==> config.mk <==
export PLATFORM = sky130hd
export DESIGN_NAME = audio_timer_bank
export DESIGN_NICKNAME = d
export VERILOG_FILES = /design/src/rtl/audio_timer_pkg.sv /design/src/rtl/timer_prescaler.sv /design/src/rtl/timer_channel.sv /design/src/rtl/audio_timer_bank.sv
export SDC_FILE = /design/constraint.sdc
export NUM_CORES = 1
export LEC_CHECK = 0
export BUFFER_PORTS_ARGS = -buffer_cell sky130_fd_sc_hd__clkbuf_2
export CORE_MARGIN = 3
export CORE_UTILIZATION = 56
export DETAILED_ROUTE_END_ITERATION = 7
export PLACE_DENSITY = 0.82
export SKIP_CTS_REPAIR_TIMING = 1
export SYNTH_ARGS = -nofsm -noshare
export SYNTH_HDL_FRONTEND = slang
export SYNTH_SLANG_ARGS = --single-unit
==> constraint.sdc <==
create_clock -name clk -period 3.4 [get_ports clk]
set_input_delay 0.51 -clock clk [delete_from_list [all_inputs] [get_ports clk]]
set_output_delay 0.51 -clock clk [all_outputs]
set_load 0.02 [all_outputs]
==> src/rtl/audio_timer_pkg.sv <==
package audio_timer_pkg;

    typedef enum logic {
        TMR_OFF = 1'b0,
        TMR_RUN = 1'b1
    } tmr_state_e;

    // Prescaler period for channel idx: the last channel is the fast one.
    function automatic int period_for(input int idx, input int count,
                                      input int slow, input int fast);
        return (idx == count - 1) ? fast : slow;
    endfunction

endpackage

==> src/rtl/timer_prescaler.sv <==
module timer_prescaler #(
    parameter int PERIOD = 128
) (
    input  logic clk,
    input  logic rst_n,
    output logic tick
);
    localparam int PW = (PERIOD > 1) ? $clog2(PERIOD) : 1;
    localparam logic [PW-1:0] LAST = PW'(PERIOD - 1);

    logic [PW-1:0] pre_q;

    always_ff @(posedge clk) begin
        if (!rst_n) begin
            pre_q <= '0;
        end else if (pre_q == LAST) begin
            pre_q <= '0;
        end else begin
            pre_q <= pre_q + 1'b1;
        end
    end

    assign tick = (pre_q == '0);

endmodule

==> src/rtl/timer_channel.sv <==
module timer_channel
    import audio_timer_pkg::*;
#(
    parameter int DIV_W = 8,
    parameter int CNT_W = 4
) (
    input  logic             clk,
    input  logic             rst_n,
    input  logic             tick,
    input  logic             ctl_wr,
    input  logic             ctl_en,
    input  logic             tgt_wr,
    input  logic [DIV_W-1:0] tgt_data,
    input  logic             cnt_rd,
    output logic [CNT_W-1:0] count,
    output logic             running
);
    tmr_state_e       state_q, state_d;
    logic [DIV_W-1:0] tgt_q;
    logic [DIV_W-1:0] div_q;
    logic [DIV_W-1:0] div_next;
    logic [CNT_W-1:0] cnt_q;
    logic             arm;
    logic             step;
    logic             hit;

    always_comb begin
        state_d = state_q;
        unique case (state_q)
            TMR_OFF: if (ctl_wr && ctl_en)  state_d = TMR_RUN;
            TMR_RUN: if (ctl_wr && !ctl_en) state_d = TMR_OFF;
            default: state_d = TMR_OFF;
        endcase
    end

    always_ff @(posedge clk) begin
        if (!rst_n) state_q <= TMR_OFF;
        else        state_q <= state_d;
    end

    assign arm      = (state_q == TMR_OFF) && ctl_wr && ctl_en;
    assign step     = (state_q == TMR_RUN) && tick;
    assign div_next = div_q + 1'b1;
    assign hit      = step && (div_next == tgt_q);

    always_ff @(posedge clk) begin
        if (!rst_n) begin
            tgt_q <= '0;
            div_q <= '0;
            cnt_q <= '0;
        end else begin
            if (tgt_wr) tgt_q <= tgt_data;

            if (arm)       div_q <= '0;
            else if (step) div_q <= hit ? '0 : div_next;

            if (arm)         cnt_q <= '0;
            else if (cnt_rd) cnt_q <= hit ? CNT_W'(1) : '0;
            else if (hit)    cnt_q <= cnt_q + 1'b1;
        end
    end

    always_comb begin
        count   = cnt_q;
        running = (state_q == TMR_RUN);
    end

endmodule

==> src/rtl/audio_timer_bank.sv <==
module audio_timer_bank
    import audio_timer_pkg::*;
#(
    parameter int              NUM_TMR   = 3,
    parameter int              ADDR_W    = 8,
    parameter int              DATA_W    = 8,
    parameter int              DIV_W     = 8,
    parameter int              CNT_W     = 4,
    parameter int              SLOW_PRE  = 128,
    parameter int              FAST_PRE  = 16,
    parameter logic [ADDR_W-1:0] CTRL_ADDR = 8'hF1,
    parameter logic [ADDR_W-1:0] TGT_BASE  = 8'hFA,
    parameter logic [ADDR_W-1:0] CNT_BASE  = 8'hFD
) (
    input  logic              clk,
    input  logic              rst_n,
    input  logic              wr_en,
    input  logic              rd_en,
    input  logic [ADDR_W-1:0] addr,
    input  logic [DATA_W-1:0] wdata,
    output logic [DATA_W-1:0] rdata
);
    logic                          ctl_wr;
    logic [NUM_TMR-1:0]            tgt_wr;
    logic [NUM_TMR-1:0]            cnt_rd;
    logic [NUM_TMR-1:0]            tick;
    logic [NUM_TMR-1:0]            en_q;
    logic [NUM_TMR-1:0][CNT_W-1:0] cnt_q;

    assign ctl_wr = wr_en && (addr == CTRL_ADDR);

    for (genvar i = 0; i < NUM_TMR; i++) begin : g_tmr
        localparam int P = period_for(i, NUM_TMR, SLOW_PRE, FAST_PRE);

        assign tgt_wr[i] = wr_en && (addr == ADDR_W'(int'(TGT_BASE) + i));
        assign cnt_rd[i] = rd_en && (addr == ADDR_W'(int'(CNT_BASE) + i));

        timer_prescaler #(.PERIOD(P)) u_pre (
            .clk   (clk),
            .rst_n (rst_n),
            .tick  (tick[i])
        );

        timer_channel #(.DIV_W(DIV_W), .CNT_W(CNT_W)) u_chan (
            .clk      (clk),
            .rst_n    (rst_n),
            .tick     (tick[i]),
            .ctl_wr   (ctl_wr),
            .ctl_en   (wdata[i]),
            .tgt_wr   (tgt_wr[i]),
            .tgt_data (wdata[DIV_W-1:0]),
            .cnt_rd   (cnt_rd[i]),
            .count    (cnt_q[i]),
            .running  (en_q[i])
        );
    end

    always_comb begin
        rdata = '0;
        for (int i = 0; i < NUM_TMR; i++) begin
            if (cnt_rd[i]) rdata = DATA_W'(cnt_q[i]);
        end
    end

endmodule

-- After elaboration in Yosys (flattened, before gate mapping)
Cells that the tools add are included.
- bits in read-only memories: 0
- memories kept: 0
- RAM bits: 0
- logic and storage cells: 105
- output and inout bits: 8
- bits in registers: 81
- input bits: 20
- latch bits: 0
- reductions and logical operators: 40
- $lt $le $gt $ge: 0
- equality and inequality tests: 13
- $mul: 0
- mux-type cells: 24
- bitwise gates (word level): 4
- divide/modulo/power cells: 0
- add/subtract/negate cells: 9
- shift operators: 0
- operators with widths (cell ; number):
    8-bit equality test (second input constant) ; 7
    8-bit 2-to-1 mux ; 5
    4-bit 2-to-1 mux ; 7
    1-bit logical AND ; 25
    8-bit by 1-bit adder with 8-bit output (second input constant) ; 3
    8-bit equality test ; 3
    4-bit by 1-bit adder with 4-bit output (second input constant) ; 4
    7-bit by 1-bit adder with 7-bit output (second input constant) ; 2
    7-bit equality test (second input constant) ; 2
    7-bit zero test ; 2
    2-bit OR reduction ; 6
    1-bit 2-to-1 mux ; 9
    1-bit case mux with 2 select lines ; 3
    2-bit nonzero test ; 3
    4-bit equality test (second input constant) ; 1
    4-bit zero test ; 1
    1-bit inverter ; 4
    1-bit zero test ; 3

-- Logic depth before layout (Yosys ltp)
Gate-level depths: netlist (run 1).
- depth in word-level cells: 5
- mapped depth: 9
- depth with buffers taken out: 8

-- Cells and area by module
From an unflattened synthesis (run 1), not the netlist that was laid out.
- cells, all modules: 557
- area total of the unflattened synthesis: 4697.0 µm²
- modules (own cells, without submodules) (module ; cells an instance ; instances ; area an instance (µm²)):
    timer_channel ; 144 ; 3 ; 1221.2
    timer_prescaler at g_tmr[0].u_pre ... ; 35 ; 2 ; 309.0
    audio_timer_bank ; 35 ; 1 ; 234.0
    timer_prescaler at g_tmr[2].u_pre ; 20 ; 1 ; 181.4

-- Worst setup path after synthesis (run 1)
OpenSTA, ideal clock, no wires.
- kind: register to register
- start point: register g_tmr[0].u_pre.pre_q[2]
- end point: register g_tmr[0].u_chan.cnt_q[0]
- clock period less this slack: 2.498 ns
- data arrival time: 2.362 ns
- cell stages (with the launch flop): 9
- path slack: 0.902 ns
- path through: dfxtp_1 -> nor4_4 -> nand4b_4 -> or4_1 -> or4_1 -> buf_2 -> buf_2 -> xnor2_1 -> nor2_1
- longest elaborated chain between the ends: 5
- elaborated cells between the ends (all ways): 6
- classes of those cells: mux: 2; reduce/logical: 4
- ends and longest elaborated chain (element ; line ; source):
    start, declared ; timer_prescaler.sv:11 ; logic [PW-1:0] pre_q;
    start signal, assigned ; timer_prescaler.sv:19 ; pre_q <= pre_q + 1'b1;
    7-bit zero test (*) ; timer_prescaler.sv:23 ; assign tick = (pre_q == '0);
    1-bit logical AND (*) ; timer_channel.sv:42 ; assign step = (state_q == TMR_RUN) && tick;
    1-bit logical AND (*) ; timer_channel.sv:44 ; assign hit = step && (div_next == tgt_q);
    1-bit 2-to-1 mux ; timer_channel.sv:58 ; else if (cnt_rd) cnt_q <= hit ? CNT_W'(1) : '0;
    4-bit 2-to-1 mux ; timer_channel.sv:58 ;
    end signal, assigned ; timer_channel.sv:58 ;
    end signal, assigned ; timer_channel.sv:59 ; else if (hit) cnt_q <= cnt_q + 1'b1;
    end, declared ; timer_channel.sv:22 ; logic [CNT_W-1:0] cnt_q;
Mark *: on every way between the ends. The rest lies on a longest branch, timed or not.
A chain may end at the register's enable or synchronous reset.

-- Worst setup path after layout (run 1)
- start point: register g_tmr[0].u_pre.pre_q[2]
- end point: register g_tmr[0].u_chan.cnt_q[3]
- longest elaborated chain between the ends: 4
- ends and longest elaborated chain (element ; line):
    7-bit zero test ; timer_prescaler.sv:23
    1-bit logical AND ; timer_channel.sv:42
    1-bit logical AND ; timer_channel.sv:44
    2-bit nonzero test (no line) ; n/a
No other way between the ends.

==> results of run 1 <==
-- cells in the mapped netlist (9+ instances only) --
library cell	number	area (µm²)
nor3_1	12	60.1
ha_1	12	150
and2_1	9	56.3
xnor2_1	26	228
dfxtp_1	81	1620
nor2_1	34	128
nand3_1	36	180
clkbuf_1	22	82.6
xor2_1	19	166
a31oi_1	12	75.1
o21ai_1	15	75.1
mux2i_1	30	300
a21oi_1	22	110
nor2b_1	34	213
nand2_1	54	203
inv_1	16	60.1
-- area by class of cell --
type                    instances  area share
clock buffers                   9      0.0260
clock inverters                 7      0.0166
inverters                      17      0.0134
multi-input cells             398       0.542
flip-flops and latches         81       0.341
well taps                      99      0.0260
repair buffers                 30      0.0353
-- power by group --
part / internal (mW) / switching, mW / total, mW
Clock: 0.347 / 0.369 / 0.716
Combinational: 0.0760 / 0.0824 / 0.158
Sequential: 0.978 / 0.0503 / 1.03
Total: 1.40 / 0.502 / 1.90
-- registers in the layout, indices dropped and copies added, names as in the netlist, named ones only --
name / count
g_tmr.u_chan.count: 12
g_tmr.u_chan.div_q: 24
g_tmr.u_pre.pre_q: 18
g_tmr.u_chan.tgt_q: 24
-- cells by family (layout without fill, tap and decap cells) --
group	count (synthesis)	after routing	share of synthesized area
AO/OA/AOI/OAI	77	77	0.106
flip-flops	81	81	0.370
AND/OR/NAND/NOR	225	225	0.273
buffers and inverters	47	63	0.0445
multiplexers	35	35	0.0814
other	1	4	0.000856
XOR/XNOR	45	45	0.0899
adder cells (fa/ha/maj)	12	12	0.0343
-- worst min-delay path by stage --
| stage | to | slack, ps |
|---|---|---|
| 5_1_grt | g_tmr[0].u_chan.tgt_q[3] | 470 |
| 3_3_place_gp | g_tmr[1].u_pre.pre_q[0] | 450 |
| 2_1_floorplan | g_tmr[0].u_pre.pre_q[0] | 430 |
| 6_report | g_tmr[0].u_chan.tgt_q[3] | 470 |
| 4_1_cts | g_tmr[0].u_chan.tgt_q[3] | 460 |
| 3_5_place_dp | g_tmr[1].u_pre.pre_q[0] | 470 |
-- critical path, delay by kind of cell (launching register included) --
family | cells | cell delay, ps
compound gates | 1 | 140
flops | 1 | 370
simple gates | 5 | 2440
-- metal layers --
metal,global-route usage,vias up
met4,0.0925,0
met1,0.271,1736
met2,0.369,73
met3,0.0343,20
met5,0,-
li1,-,1841
-- stage by stage --
stage | cell area (µm²) | setup slack (ps) | util | total power [mW] | hold WS, ps
2_1_floorplan | 4390 | 902 | - | 1.16 | 430
3_3_place_gp | 4550 | 497 | 0.615 | 1.20 | 448
3_5_place_dp | 4550 | 400 | 0.615 | 1.21 | 471
4_1_cts | 4760 | 387 | 0.642 | 1.92 | 460
5_1_grt | 4760 | 229 | 0.642 | 1.99 | 469
6_report | 4760 | 383 | 0.642 | 1.90 | 468
-- layout by cell type, fill, tap and decap left out, drive strengths merged, types with 5 or more instances in the layout --
master and instances:
dfxtp 81, nand2 54, nand3 36, nor2 34, nor2b 34, clkbuf 32
mux2i 30, xnor2 26, o21ai 23, a21oi 22, xor2 19, inv 19
a31oi 12, nor3 12, ha 12, and2 9, or3 8, buf 7
and3 6, o21bai 5, nand2b 5, mux2 5
==> metrics.txt, run 1 <==
Final Cycle Share 0.887; non-filler instance count after layout approximately 640; Iter 0 DRT Violations roughly 150; TritonCTS clock tree done; Fillers 617; initial antenna violation count 0; num ports 28; Total Routing Usage GR 0.216; R2R setup slack 380 ps; crit path max fanout 17; M1 wire length ~4200 µm; vias in the first global route 3414; largest net degree at the start of global routing 44; Setup crit end g_tmr[0].u_chan.count[3]; Buffers on Ports 23; # nets final ~570; Placeable Area roughly 0.0074 mm²; dpl cells ~630; Layout area overhead 8.54%; drt drc 0; pwr/cell area about 400 mW/mm²; Multi-input gate area between 0.002 and 0.003 mm²; worst vdd ir about 220 µV; Post-DRT Antenna Nets 0; layout cells sized above 1 0.0996; unrepaired setup endpoints after global routing no; synthesis warning total 0; # diodes 0; Die Span X around 94 µm; #FFs+latches synth 81; CTS Buffer Depth 2; max_cap viols 0; Worst Hold Class in -> reg; reg-to-reg endpoint g_tmr[0].u_chan.count[3]; Max Fclk approximately 330 MHz; Die H 94.5 µm; Hold Vio Cnt, Final 0; most frequent CP cell or4_1; Crit. End Element flop; Setup Skew ~5.4 ps; CTS Buf Count 9; FF/Latch Area between 0.0015 and 0.002 mm²; global-route wire length before repair approximately 16000 µm; Final min period just over 3000 ps; Syn Std Cell Area about 0.0044 mm²; CP Launch Type flop; Critical R2R Launch g_tmr[0].u_pre.pre_q[2]; routed len/inst 14.3 µm; Static Leak around 1.9 nW; total gr overflow 0; Post-synth EDFFs 0; fin. max-slew vios 0; Slew headroom 0.498; worst skew pair latency 350 ps; asr flop ratio synth 0; row cnt 31; full die area a little under 0.009 mm²; crit path cell chain nor4_4, nand4b_4, or4_1, or4_1, or3_1, a21oi_1; Crit Path Category reg -> reg; setup TNS 0 ps; Data required, critical path between 3000 and 4000 ps; Pre-antenna DRT Iters 4; post-DR vias/cell 5.73; Cells on Worst Hold Path 3; status completed; Cell variety after synth 52; met3 WL around 290 µm; Synth Instances 523; Slew @ Worst Pin between 700 and 800 ps; Initial Util 0.591; post-DP HPWL around 6600 µm; syn avg cell area approximately 8.4 µm²; Synth Flop Type dfxtp_1; WL final ~9200 µm; CTS root buffer clkbuf_8; via count between 3000 and 4000; Top Metal Used met4; count of final setup violators 0; Reg clk slew, reported paths ~90 ps; max incr delay on CP ~820 ps; H-Tree Level Count 3; slowest CP cell or4_1; worst reg2reg path depth 6; CP arrival between 3000 and 4000 ps; GPL Wtd Cong 0.917; WL met2 between 4000 and 5000 µm; # clock sinks 81; CP startpoint g_tmr[0].u_pre.pre_q[2]; register area share after synthesis 0.370; min-delay src wdata[3]
No activity file was read; power rests on OpenSTA's default activity.
==> run 2: changes to the inputs <==
--- a/config.mk
+++ b/config.mk
@@ -10,6 +10,7 @@
 export CORE_UTILIZATION = 56
 export DETAILED_ROUTE_END_ITERATION = 7
 export PLACE_DENSITY = 0.82
+export RECOVER_POWER = 50
 export SKIP_CTS_REPAIR_TIMING = 1
 export SYNTH_ARGS = -nofsm -noshare
 export SYNTH_HDL_FRONTEND = slang
==> run 2 against run 1 <==
- sequential share of layout area about the same
- clock power about the same
- setup slack improved by 5.6 ps
- clock-buffer cell count unchanged
- cell area about the same
- die area unchanged
- first-iteration DRC count unchanged
- via count decreased by 0.52%
- critical endpoint unchanged
- largest cell class unchanged
==> metrics.txt, run 2 (synthesis gave the netlist of run 1 again) <==
CP arrival 3300 ps (about the same); Initial Util 0.591 (unchanged); Static Leak 1.93 nW (-0.24%); # clock sinks 81 (unchanged); min-delay src wdata[3]; met3 Track Usage GR 0.0343 (unchanged); Pre-antenna DRT Iters 4 (unchanged); count of final setup violators 0 (unchanged); TritonCTS clock tree done; CTS root buffer clkbuf_8; Cells on Worst Hold Path 3 (unchanged); layout cells sized above 1 0.0978 (-0.00185); Iter 0 DRT Violations 154 (unchanged); Final Cycle Share 0.886 (-0.00166); Post-DRT Antenna Nets 0 (unchanged); Buffers on Ports 23 (unchanged); global-route wire length before repair 15500 µm (unchanged); total gr overflow 0 (unchanged); row cnt 31 (unchanged); largest net degree at the start of global routing 44 (unchanged); full die area 0.00892 mm² (unchanged); Final min period 3010 ps (-5.63 ps); vias in the first global route 3414 (unchanged); Fillers 618 (+0.16%); Slew @ Worst Pin 1370 ps (+641 ps); commonest non-fill, non-tap cell in the layout dfxtp_1; Worst Setup Slack, final 389 ps (+5.63 ps); # nets final 569 (unchanged); routed len/inst 14.3 µm (+0.25%); initial antenna violation count 0 (unchanged); WL final 9180 µm (+0.25%); most frequent CP cell or4_1; unrepaired setup endpoints after global routing no; max_cap viols 0 (unchanged); DP Worst Slack 400 ps (unchanged); CP Launch Type flop; status completed; Core Util, Final 0.642 (about the same); post-DP HPWL 6580 µm (unchanged); via count 3651 (-0.52%); total power 1.90 mW (about the same); num ports 28 (unchanged); GPL Wtd Cong 0.917 (unchanged); CTS Buffer Depth 2 (unchanged); Worst Hold Class in -> reg; Total Routing Usage GR 0.216 (unchanged); Crit. End Element flop; Die H 94.5 µm (unchanged); Post-Layout Inst Area 0.00475 mm² (about the same); CTS Buf Count 9 (unchanged); grt met1 use 0.271 (unchanged); Data required, critical path 3690 ps (about the same); fin. max-slew vios 0 (unchanged); worst hold slack 468 ps (+0.421 ps); crit path cell chain nor4_4, nand4b_4, or4_1, or4_1, or3_1, a21oi_1; drt drc 0 (unchanged); Crit Path Category reg -> reg; worst skew pair latency 350 ps (about the same); Setup Skew 5.22 ps (-0.213 ps); crit path max fanout 17 (unchanged); Slew headroom 0.0835 (-0.415); H-Tree Level Count 3 (unchanged); Placeable Area 0.00741 mm² (unchanged); setup TNS 0 ps (unchanged); Placed Area 0.00455 mm² (unchanged); Reg clk slew, reported paths 90 ps (about the same); slowest CP cell or4_1; max incr delay on CP 810 ps (about the same); Die Span X 94.5 µm (unchanged); global routing's busiest layer met2; # diodes 0 (unchanged); Layout area overhead 8.51% (about the same); dpl cells 625 (unchanged); worst reg2reg path depth 6 (unchanged); Hold Vio Cnt, Final 0 (unchanged); post-DR vias/cell 5.70 (-0.52%); reg-to-reg endpoint g_tmr[0].u_chan.count[3]; non-filler instance count after layout 641 (unchanged); most frequent cells in the layout dfxtp_1 (81), nand2_1 (54), nand3_1 (36), nor2_1 (34), nor2b_1 (34); Max Fclk 332 MHz (+0.19%); met2 Usage GRT 0.369 (unchanged); R2R setup slack 390 ps (about the same); pwr/cell area 400 mW/mm² (about the same); Critical R2R Launch g_tmr[0].u_pre.pre_q[2]; worst hold endpoint g_tmr[0].u_chan.tgt_q[3]; worst vdd ir 215 µV (-0.40%); Regs by FF count g_tmr.u_chan.div_q (24), g_tmr.u_chan.tgt_q (24), g_tmr.u_pre.pre_q (18)
## run 2: cell counts in the layout (fill, tap and decap cells not counted)
No cell type changed its count.
## run 2: critical path, delay by kind of cell (launching register included)
kind	cells	cell delay (ps)
compound gates	1	140
flops	1	370
simple gates	5	2430
## run 2: final cells by class
cell class,instances,area [µm²],area share
sequential,81,1620,0.341
clock inverter,7,78.8,0.0166
tap,99,124,0.0261
multi-input combinational,398,2580,0.542
timing repair buffer,30,166,0.0350
inverter,17,63.8,0.0134
clock buffer,9,124,0.0261
## run 2: layer usage
layer,routed length (µm),part of all wire
met1,4210,0.46
met2,4490,0.49
met3,276,0.030
met4,202,0.022
met5,0,0
## run 2: how the worst max path moves through the flow
stage / start / to / slack [ps] / cells past startpoint
3_5_place_dp: g_tmr[0].u_pre.pre_q[2] / g_tmr[0].u_chan.count[3] / 400 / 6
2_1_floorplan: g_tmr[0].u_pre.pre_q[2] / g_tmr[0].u_chan.count[0] / 900 / 8
5_1_grt: g_tmr[0].u_pre.pre_q[2] / g_tmr[0].u_chan.count[2] / 230 / 6
4_1_cts: g_tmr[0].u_pre.pre_q[2] / g_tmr[0].u_chan.count[3] / 390 / 6
6_report: g_tmr[0].u_pre.pre_q[2] / g_tmr[0].u_chan.count[3] / 390 / 6
3_3_place_gp: g_tmr[0].u_pre.pre_q[2] / g_tmr[0].u_chan.count[2] / 500 / 6
## run 2: where the power goes
group	internal [mW]	switching (mW)
Combinational	0.0760	0.0825
Sequential	0.978	0.0503
Clock	0.347	0.368
